### src/rtl/muldiv_pkg.sv
package muldiv_pkg;
  typedef enum logic [2:0] {
    OP_SMUL = 3'd0,
    OP_UMUL = 3'd1,
    OP_SDIV = 3'd2,
    OP_UDIV = 3'd3,
    OP_LDHI = 3'd4,
    OP_LDLO = 3'd5,
    OP_RSV6 = 3'd6,
    OP_RSV7 = 3'd7
  } op_e;
endpackage

### src/rtl/muldiv_mul_core.sv
// Unsigned shift-add multiplier: one partial-product bit per step.
module muldiv_mul_core #(
  parameter int W = 32
) (
  input  logic           clk,
  input  logic           start,
  input  logic           step,
  input  logic [W-1:0]   mcand,
  input  logic [W-1:0]   mplier,
  output logic [2*W-1:0] prod
);
  logic [W-1:0]   mcand_q;
  logic [2*W-1:0] prod_q;
  logic [W:0]     sum;

  always_comb begin
    sum = {1'b0, prod_q[2*W-1:W]} + (prod_q[0] ? {1'b0, mcand_q} : '0);
  end

  always_ff @(posedge clk) begin
    if (start) begin
      mcand_q <= mcand;
      prod_q  <= {{W{1'b0}}, mplier};
    end else if (step) begin
      prod_q  <= {sum, prod_q[W-1:1]};
    end
  end

  assign prod = prod_q;
endmodule

### src/rtl/muldiv_div_core.sv
// Unsigned restoring divider: one quotient bit per step.
module muldiv_div_core #(
  parameter int W = 32
) (
  input  logic         clk,
  input  logic         start,
  input  logic         step,
  input  logic [W-1:0] dividend,
  input  logic [W-1:0] divisor,
  output logic [W-1:0] quo,
  output logic [W-1:0] rem
);
  logic [W-1:0] dsr_q;
  logic [W-1:0] quo_q;
  logic [W-1:0] rem_q;
  logic [W:0]   shifted;
  logic [W+1:0] diff;

  always_comb begin
    shifted = {rem_q, quo_q[W-1]};
    diff    = {1'b0, shifted} - {2'b00, dsr_q};
  end

  always_ff @(posedge clk) begin
    if (start) begin
      dsr_q <= divisor;
      quo_q <= dividend;
      rem_q <= '0;
    end else if (step) begin
      if (diff[W+1]) begin
        rem_q <= shifted[W-1:0];
        quo_q <= {quo_q[W-2:0], 1'b0};
      end else begin
        rem_q <= diff[W-1:0];
        quo_q <= {quo_q[W-2:0], 1'b1};
      end
    end
  end

  assign quo = quo_q;
  assign rem = rem_q;
endmodule

### src/rtl/muldiv_hilo_regs.sv
// The HI/LO result pair, with independent write enables.
module muldiv_hilo_regs #(
  parameter int W = 32
) (
  input  logic         clk,
  input  logic         rst,
  input  logic         we_hi,
  input  logic         we_lo,
  input  logic [W-1:0] d_hi,
  input  logic [W-1:0] d_lo,
  output logic [W-1:0] hi_q,
  output logic [W-1:0] lo_q
);
  always_ff @(posedge clk) begin
    if (rst) begin
      hi_q <= '0;
      lo_q <= '0;
    end else begin
      if (we_hi) hi_q <= d_hi;
      if (we_lo) lo_q <= d_lo;
    end
  end
endmodule

### src/rtl/muldiv_hilo.sv
module muldiv_hilo
  import muldiv_pkg::*;
#(
  parameter int W = 32
) (
  input  logic         clk,
  input  logic         rst,
  input  logic         cmd_valid,
  input  logic [2:0]   cmd_op,
  input  logic [W-1:0] cmd_a,
  input  logic [W-1:0] cmd_b,
  output logic         busy,
  output logic [W-1:0] hi_o,
  output logic [W-1:0] lo_o
);
  localparam int CW = $clog2(W + 1);

  op_e            op;
  logic           accept, start_mul, start_div, signed_op;
  logic           a_neg, b_neg, step, finish;
  logic [W-1:0]   mag_a, mag_b;
  logic           mv_hi, mv_lo;

  logic           busy_q, is_div_q, neg_lo_q, neg_hi_q, dz_q;
  logic [CW-1:0]  cnt_q;
  logic [W-1:0]   dvd_q;
  logic           pend_hi_v, pend_lo_v;
  logic [W-1:0]   pend_hi_d, pend_lo_d;

  logic [2*W-1:0] prod, prod_fix;
  logic [W-1:0]   quo, rem;
  logic [W-1:0]   res_hi, res_lo;
  logic           we_hi, we_lo;
  logic [W-1:0]   d_hi, d_lo;

  always_comb begin
    op        = op_e'(cmd_op);
    accept    = cmd_valid && !busy_q;
    start_mul = accept && (op == OP_SMUL || op == OP_UMUL);
    start_div = accept && (op == OP_SDIV || op == OP_UDIV);
    signed_op = (op == OP_SMUL || op == OP_SDIV);
    a_neg     = signed_op && cmd_a[W-1];
    b_neg     = signed_op && cmd_b[W-1];
    mag_a     = a_neg ? (W'(0) - cmd_a) : cmd_a;
    mag_b     = b_neg ? (W'(0) - cmd_b) : cmd_b;
    step      = busy_q && (cnt_q != '0);
    finish    = busy_q && (cnt_q == '0);
    mv_hi     = cmd_valid && (op == OP_LDHI);
    mv_lo     = cmd_valid && (op == OP_LDLO);
  end

  // Sequencing: W iteration cycles followed by one write-back cycle.
  always_ff @(posedge clk) begin
    if (rst) begin
      busy_q <= 1'b0;
      cnt_q  <= '0;
    end else if (start_mul || start_div) begin
      busy_q <= 1'b1;
      cnt_q  <= CW'(W);
    end else if (step) begin
      cnt_q  <= cnt_q - 1'b1;
    end else if (finish) begin
      busy_q <= 1'b0;
    end
  end

  // Per-operation context captured at acceptance.
  always_ff @(posedge clk) begin
    if (start_mul || start_div) begin
      is_div_q <= start_div;
      neg_lo_q <= a_neg ^ b_neg;
      neg_hi_q <= start_div ? a_neg : (a_neg ^ b_neg);
      dz_q     <= start_div && (cmd_b == '0);
      dvd_q    <= cmd_a;
    end
  end

  // Moves arriving mid-operation are parked until write-back.
  always_ff @(posedge clk) begin
    if (rst || finish) begin
      pend_hi_v <= 1'b0;
      pend_lo_v <= 1'b0;
    end else if (busy_q) begin
      if (mv_hi) begin
        pend_hi_v <= 1'b1;
        pend_hi_d <= cmd_a;
      end
      if (mv_lo) begin
        pend_lo_v <= 1'b1;
        pend_lo_d <= cmd_a;
      end
    end
  end

  muldiv_mul_core #(.W(W)) mul_i (
    .clk(clk), .start(start_mul), .step(step),
    .mcand(mag_a), .mplier(mag_b), .prod(prod)
  );

  muldiv_div_core #(.W(W)) div_i (
    .clk(clk), .start(start_div), .step(step),
    .dividend(mag_a), .divisor(mag_b), .quo(quo), .rem(rem)
  );

  always_comb begin
    prod_fix = neg_lo_q ? ((2*W)'(0) - prod) : prod;
    if (!is_div_q) begin
      res_hi = prod_fix[2*W-1:W];
      res_lo = prod_fix[W-1:0];
    end else if (dz_q) begin
      res_hi = dvd_q;
      res_lo = '1;
    end else begin
      res_hi = neg_hi_q ? (W'(0) - rem) : rem;
      res_lo = neg_lo_q ? (W'(0) - quo) : quo;
    end
  end

  always_comb begin
    we_hi = finish || (accept && mv_hi);
    we_lo = finish || (accept && mv_lo);
    if (finish) begin
      d_hi = mv_hi ? cmd_a : (pend_hi_v ? pend_hi_d : res_hi);
      d_lo = mv_lo ? cmd_a : (pend_lo_v ? pend_lo_d : res_lo);
    end else begin
      d_hi = cmd_a;
      d_lo = cmd_a;
    end
  end

  muldiv_hilo_regs #(.W(W)) regs_i (
    .clk(clk), .rst(rst), .we_hi(we_hi), .we_lo(we_lo),
    .d_hi(d_hi), .d_lo(d_lo), .hi_q(hi_o), .lo_q(lo_o)
  );

  assign busy = busy_q;
endmodule

### config.mk
export PLATFORM = sky130hd
export DESIGN_NAME = muldiv_hilo
export DESIGN_NICKNAME = d
export VERILOG_FILES = /design/src/rtl/muldiv_pkg.sv /design/src/rtl/muldiv_mul_core.sv /design/src/rtl/muldiv_div_core.sv /design/src/rtl/muldiv_hilo_regs.sv /design/src/rtl/muldiv_hilo.sv
export SDC_FILE = /design/constraint.sdc
export NUM_CORES = 1
export LEC_CHECK = 0
export BUFFER_PORTS_ARGS = -buffer_cell sky130_fd_sc_hd__buf_2
export CAP_MARGIN = 10
export CORE_MARGIN = 2
export CORE_UTILIZATION = 55
export CTS_CLUSTER_SIZE = 10
export DETAILED_ROUTE_END_ITERATION = 8
export HOLD_SLACK_MARGIN = 0.02
export PLACE_DENSITY_LB_ADDON = 0.2
export SLEW_MARGIN = 20
export SYNTH_ARGS = -nofsm -noshare
export SYNTH_HDL_FRONTEND = slang
export SYNTH_SLANG_ARGS = --single-unit
export TNS_END_PERCENT = 5
### constraint.sdc
create_clock -name clk -period 10.8 [get_ports clk]
set_clock_uncertainty 0.05 [all_clocks]
set_input_delay 1.62 -clock clk [delete_from_list [all_inputs] [get_ports clk]]
set_output_delay 1.62 -clock clk [all_outputs]
set_load 0.02 [all_outputs]
==> results.toml, run 1 <==
[outcome]
outcome = "completed"

[yosys]
yosysUniqueCellTypes = 84
synth-edff-count = 228
synth-main-ff-cell = "edfxtp_1"
syn-num-nets = 2595
ys_ff_latch = 365
ys_seq_area_share_pct = 43.2
synthesis.area_sq_um = 22200
synth_warnings = 0
avgSynthCellArea_sq_um = 9.06
synth_cells = 2452
synthArstFlopShare_pct = 0

[clock_network]
cts_tree = "built"
cts-root-buf = "clkbuf_16"
cts_buffer_depth = 3
cts_setup_buffers = 0
hold_buffers = 0
cts.sinks = 365
cts_resized = 0
worstSkewPairLatency_ns = 0.58
numCtsBuffers = 43
path_clk_slew_ns = 0.06
htreeDepth = 2

[timing]
setup_viol = 0
finalSetupTns_ns = 0
timing.hold.ws_ns = 0.409
tightest_slew_ns = 1.24
rsz0062_at_grt = "false"
period_needed_ns = 4.19
period_share_pct = 38.8
slew_headroom_pct = 16.9
max_freq_ghz = 0.239
final_hold_viol_count = 0
drv_slew = 0

[cells_and_area]
layout_commonest_cell = "nand2_1"
fillers = 3488
instances_no_fill = 3088
nNetsFinal = 2672
fin_area_sq_um = 24600
final_cell_mix = "nand2_1 (342), edfxtp_1 (228), o21ai_0 (180)"
areaGrowthSynthToFinish_pct = 10.7
drive_gt1_share_pct = 10.5

[power_and_ir_drop]
ir_worst_vdd_v = 0.000147
p_per_area_nw_per_um2 = 167
pwr-share-clk_pct = 32.8
power.total_mw = 4.11
p_switching_mw = 1.39
power_frac_comb_pct = 25.6
p_sw_share_pct = 33.7
intPower_mw = 2.72
seq_power_share_pct = 41.6
p_leak_nw = 9.64

[floorplan]
core_area_sq_um = 39800
fp.dieArea_sq_um = 42000
die_h_um = 205
start_util_pct = 55.8
io_pins = 135
num_rows = 73
die_w_um = 205

[global_route]
first_global_vias = 18300
antenna_found_initial = 3
grt_max_degree = 103
overflow = 0
grt_pass1_wl_mm = 113
grt_use_total_pct = 35.9

[critical_path]
critPathMaxStageDelay_ns = 0.95
critPathKind = "reg -> reg"
crit_chain = "or3_1 -> nor3_1 -> nand4_2 -> or2_1 -> or2_4 -> o31ai_2 -> xor2_1 -> a221o_1 -> a211oi_1"
critPathBufInv = 0
critPathMaxFanout = 8
reg2reg_depth = 9
reg2reg_to = "regs_i.hi_q[25]"
cp.required_ns = 11.23
crit_family = "simple AND/OR/NAND/NOR gates"
worstPathArrival_ns = 4.62
timing.rr.start = "mul_i.prod[27]"
cp-start-kind = "register"
end_kind = "register"
regToRegSetupSlack_ns = 6.61
slowest_stage = "nor3_1"

[min_path]
hold_end = "regs_i.lo_q[0]"
hp-class = "reg -> reg"
hold_path_depth = 2
hold_path.startpoint = "regs_i.lo_q[0]"

[detailed_routing]
wirelength_mm = 75.9
viasPerCell = 6.50
wire_per_inst_um = 24.6
vias = 20100
route.detailed.drc = 0
drt_pass1_iterations = 6
antenna_left = 0
drt_iter0_drc = 2564

[placement]
dp.cells = 3008
gp_congestion = 0.957
port_buffers = 134
hpwlAfterDp_mm = 55.4
dpl-instance-area_sq_um = 23300

[flow_run]
cap_violations = 0
[through the flow]
stage          utilization, %  setup slack (ns)
2_1_floorplan               -              5.77
3_3_place_gp             58.5              6.13
3_5_place_dp             58.5              6.04
4_1_cts                  61.6              6.63
5_1_grt                  61.7              6.46
6_report                 61.7              6.61
[worst max path at each step]
stage                   startpoint         endpoint  slack [ns]  cells after the start
finish              mul_i.prod[27]  regs_i.hi_q[25]        6.61                      9
global placement         cmd_op[1]   mul_i.prod[13]        6.13                      9
global route         mul_i.prod[0]   mul_i.prod[63]        6.46                     13
floorplan                cmd_op[1]     pend_lo_d[0]        5.77                      4
detailed placement       cmd_op[1]    mul_i.prod[0]        6.04                      9
CTS                      cmd_op[1]    mul_i.prod[5]        6.63                      9
[registers in the layout, summed over array words and instances (netlist names), 6 cells and up]
signal / count
cnt_q: 6
regs_i.lo_q: 32
div_i.quo: 32
regs_i.hi_q: 32
div_i.rem: 32
div_i.dsr_q: 32
pend_lo_d: 32
mul_i.mcand_q: 32
dvd_q: 32
pend_hi_d: 32
mul_i.prod: 64
[layout make-up]
| cell class | instances | area (sq um) | area share (%) |
|---|---|---|---|
| repair buffers | 167 | 938 | 3.82 |
| well taps | 525 | 657 | 2.67 |
| flip-flops and latches | 365 | 9590 | 39.0 |
| diodes | 1 | 2.50 | 0.0102 |
| inverters | 68 | 255 | 1.04 |
| clock inverters | 4 | 41.3 | 0.168 |
| multi-input cells | 1884 | 11900 | 48.3 |
| clock buffers | 74 | 1210 | 4.93 |
[metal layers]
layer	part of all wire [%]	vias to the layer above	GRT usage [%]
li1	-	9124	-
met1	42	9593	51.6
met2	43	1171	53.6
met3	10	196	5.38
met4	4.9	2	16.2
met5	0.017	-	0
[worst register-to-register path, cell delays in order, from the launching register on]
cell	delay, ns
edfxtp_1	0.49
or3_1	0.46
nor3_1	0.95
nand4_2	0.50
or2_1	0.48
or2_4	0.31
o31ai_2	0.23
xor2_1	0.13
a221o_1	0.30
a211oi_1	0.19
[cells in the mapped netlist, types with 11 or more instances]
cell      number  area (sq um)
o22ai_1       41           257
nor4_1        24           150
xor2_1        94           823
and3_1        16           100
mux2i_1       39           390
ha_1          71           888
nand2b_1      24           150
inv_1         67           251
nand4_1       19           119
a31oi_1       21           131
nand3_1       65           325
a221oi_1      27           236
o21bai_1      11          82.6
o21ai_0      182           911
clkbuf_1     114           428
nor2_1       179           672
or3_1         32           200
buf_1         16          60.1
o31ai_1       30           225
edfxtp_1     228          6850
nor3_1        66           330
nand2_1      343          1290
a21o_1        27           203
o211ai_1      21           158
mux2_2        11           124
or4_1         13          97.6
a211oi_1      27           203
and2_1        50           313
xnor2_1      139          1220
o41ai_1       19           166
dfxtp_1      137          2740
a21oi_1      147           736
o21a_1        12          90.1
nor2b_1       14          87.6
[power groups by stage]
stage	logic (mW)	registers, mW	clock network, mW
CTS	1.03	1.70	1.36
finish	1.05	1.71	1.35
detailed placement	1.02	1.73	0
global route	1.14	1.72	1.41
floorplan	0.687	1.71	0
global placement	1.01	1.73	0
[cell families (layout without fill, tap and decap cells)]
| family | Yosys count | after routing | synth area share, % |
|---|---|---|---|
| buf+inv | 203 | 313 | 3.48 |
| flops | 365 | 365 | 43.2 |
| xor+xnor | 233 | 233 | 9.19 |
| mux | 50 | 50 | 2.32 |
| simple gates | 879 | 879 | 18.8 |
| other cells | 0 | 1 | 0 |
| compound gates | 649 | 649 | 18.9 |
| fa+ha+maj | 73 | 73 | 4.18 |
Power figures use the tool's default switching activity.
==> run 2, diff against run 1 <==
==> constraint.sdc (replaced) <==
create_clock -name clk -period 3.6 [get_ports clk]
set_clock_uncertainty 0.05 [all_clocks]
set_input_delay 0.54 -clock clk [delete_from_list [all_inputs] [get_ports clk]]
set_output_delay 0.54 -clock clk [all_outputs]
set_load 0.02 [all_outputs]
==> run 2 against run 1 <==
  * Global-route usage grew 0.53 points
  * Fmax is 20% higher
  * Largest cell class unchanged
  * Via count increased by 1.6%
  * Die area unchanged
  * Clock power increased to 3.1 times the previous value
  * Critical path type unchanged
  * Cell count is 2.2% higher
  * Register-to-register slack lost 6.5 ns
  * Hold slack worse by 0.22 ns
==> results.toml, run 2 (same netlist as run 1, synthesis figures left out) <==
[floorplan]
die_h_um = 205
fp.dieArea_sq_um = 42000
num_rows = 73
start_util_pct = 55.8
io_pins = 135
core_area_sq_um = 39800
die_w_um = 205

[detailed_routing]
drt_pass1_iterations = 6
wirelength_mm = 77.0
route.detailed.drc = 0
antenna_left = 0
viasPerCell = 6.46
drt_iter0_drc = 2623
wire_per_inst_um = 24.4
vias = 20400

[critical_path]
cp-start-kind = "register"
critPathMaxFanout = 18
critPathMaxStageDelay_ns = 0.59
slowest_stage = "or4_1"
timing.rr.start = "mul_i.prod[0]"
cp.required_ns = 3.99
crit_chain = "buf_4 -> and2_1 -> fa_1 -> a21oi_2 -> nor2_1 -> or4_1 -> a31oi_2 -> nor4_1 -> o21ai_1 -> o21ai_1 -> a2111oi_2 -> nor4_1"
worstPathArrival_ns = 3.87
end_kind = "register"
critPathLaunch = "mul_i.prod[0]"
critPathKind = "reg -> reg"

[timing]
rsz0062_at_grt = "false"
tightest_slew_ns = 1.05
period_needed_ns = 3.48
max_freq_ghz = 0.288
finalSetupTns_ns = 0
slew_headroom_pct = 29.6
setup_viol = 0
drv_slew = 0
final_hold_viol_count = 0
setup_slack_ns = 0.122
period_share_pct = 96.6

[power_and_ir_drop]
power.total_mw = 12.6
ir_worst_vdd_v = 0.000389
p_per_area_nw_per_um2 = 499
p_leak_nw = 9.98

[clock_network]
cts.sinks = 365
htreeDepth = 2
path_clk_slew_ns = 0.06
cts_tree = "built"
cts-root-buf = "clkbuf_16"
numCtsBuffers = 44
worstSkewPairLatency_ns = 0.59
cts_buffer_depth = 3

[placement]
dpl-instance-area_sq_um = 23800
place_ws_ns = 0.0194
dp.cells = 3071
port_buffers = 134
hpwlAfterDp_mm = 57.5
gp_congestion = 0.979

[cells_and_area]
nNetsFinal = 2736
fillers = 3409
instances_no_fill = 3156
drive_gt1_share_pct = 12.9
final_cell_mix = "nand2_1 (342), edfxtp_1 (228), o21ai_0 (179)"
largest_register_ffs = 64
layout_commonest_cell = "nand2_1"
areaGrowthSynthToFinish_pct = 13.2
fin_area_sq_um = 25100

[global_route]
overflow = 0
grt_use_total_pct = 36.5
grt_max_degree = 76
antenna_found_initial = 6
first_global_vias = 18700
grt_pass1_wl_mm = 115

[min_path]
hp-class = "in -> reg"
hold_path.startpoint = "cmd_b[0]"

[outcome]
outcome = "completed"

[flow_run]
cap_violations = 0
[run 2: layout make-up]
type / count / area [sq um] / share of cell area, %
well taps: 525 / 657 / 2.61
multi-input cells: 1884 / 11900 / 47.3
diodes: 4 / 10.0 / 0.0398
inverters: 68 / 255 / 1.02
flip-flops and latches: 365 / 9590 / 38.1
repair buffers: 230 / 1440 / 5.73
clock buffers: 74 / 1250 / 4.99
clock inverters: 6 / 37.5 / 0.149
[run 2: final timing paths]
kind / end / slack, ns / cells after the start
max reg2reg: mul_i.prod[63] / 0.12 / 12
max: mul_i.prod[63] / 0.12 / 12
min reg2reg: regs_i.lo_q[3] / 0.40 / 2
min: div_i.dsr_q[0] / 0.19 / 1
[run 2: report_power, final]
| part | total [mW] | internal [mW] | leakage (nW) | switching [mW] |
|---|---|---|---|---|
| clock | 4.13 | 2.36 | 0.617 | 1.77 |
| sequential | 5.07 | 4.75 | 3.20 | 0.318 |
| combinational | 3.35 | 1.21 | 6.16 | 2.14 |
| total | 12.6 | 8.33 | 9.98 | 4.23 |
[run 2: stage by stage]
stage                     utilization [%]  hold slack, ns
after global placement               59.8           0.390
final                                63.1           0.186
after CTS                            63.1           0.166
after floorplan                         -           0.394
after global routing                 63.1           0.197
after detailed placement             59.8           0.394
[run 2: metal layers]
metal / track usage, % / part of all wire (%) / vias up
met5: 0 / 0.058 / -
met1: 51.2 / 40 / 9691
met2: 54.3 / 43 / 1231
met4: 15.8 / 5.2 / 6
met3: 7.92 / 12 / 211
li1: - / - / 9263
[run 2: timing repair]
action | CTS | global route
gates resized for setup | 1 | 4
setup buffers | 0 | 1
hold buffers | 0 | 0
setup endpoints to repair | 1 | 1
pin swaps | 0 | 2
[run 2: critical path, delay by kind of cell (launching register included)]
| family | cells | cell delay [ns] |
|---|---|---|
| compound gates | 5 | 1.18 |
| simple gates | 5 | 1.03 |
| fa+ha+maj | 1 | 0.46 |
| flops | 1 | 0.41 |
| buf+inv | 1 | 0.21 |
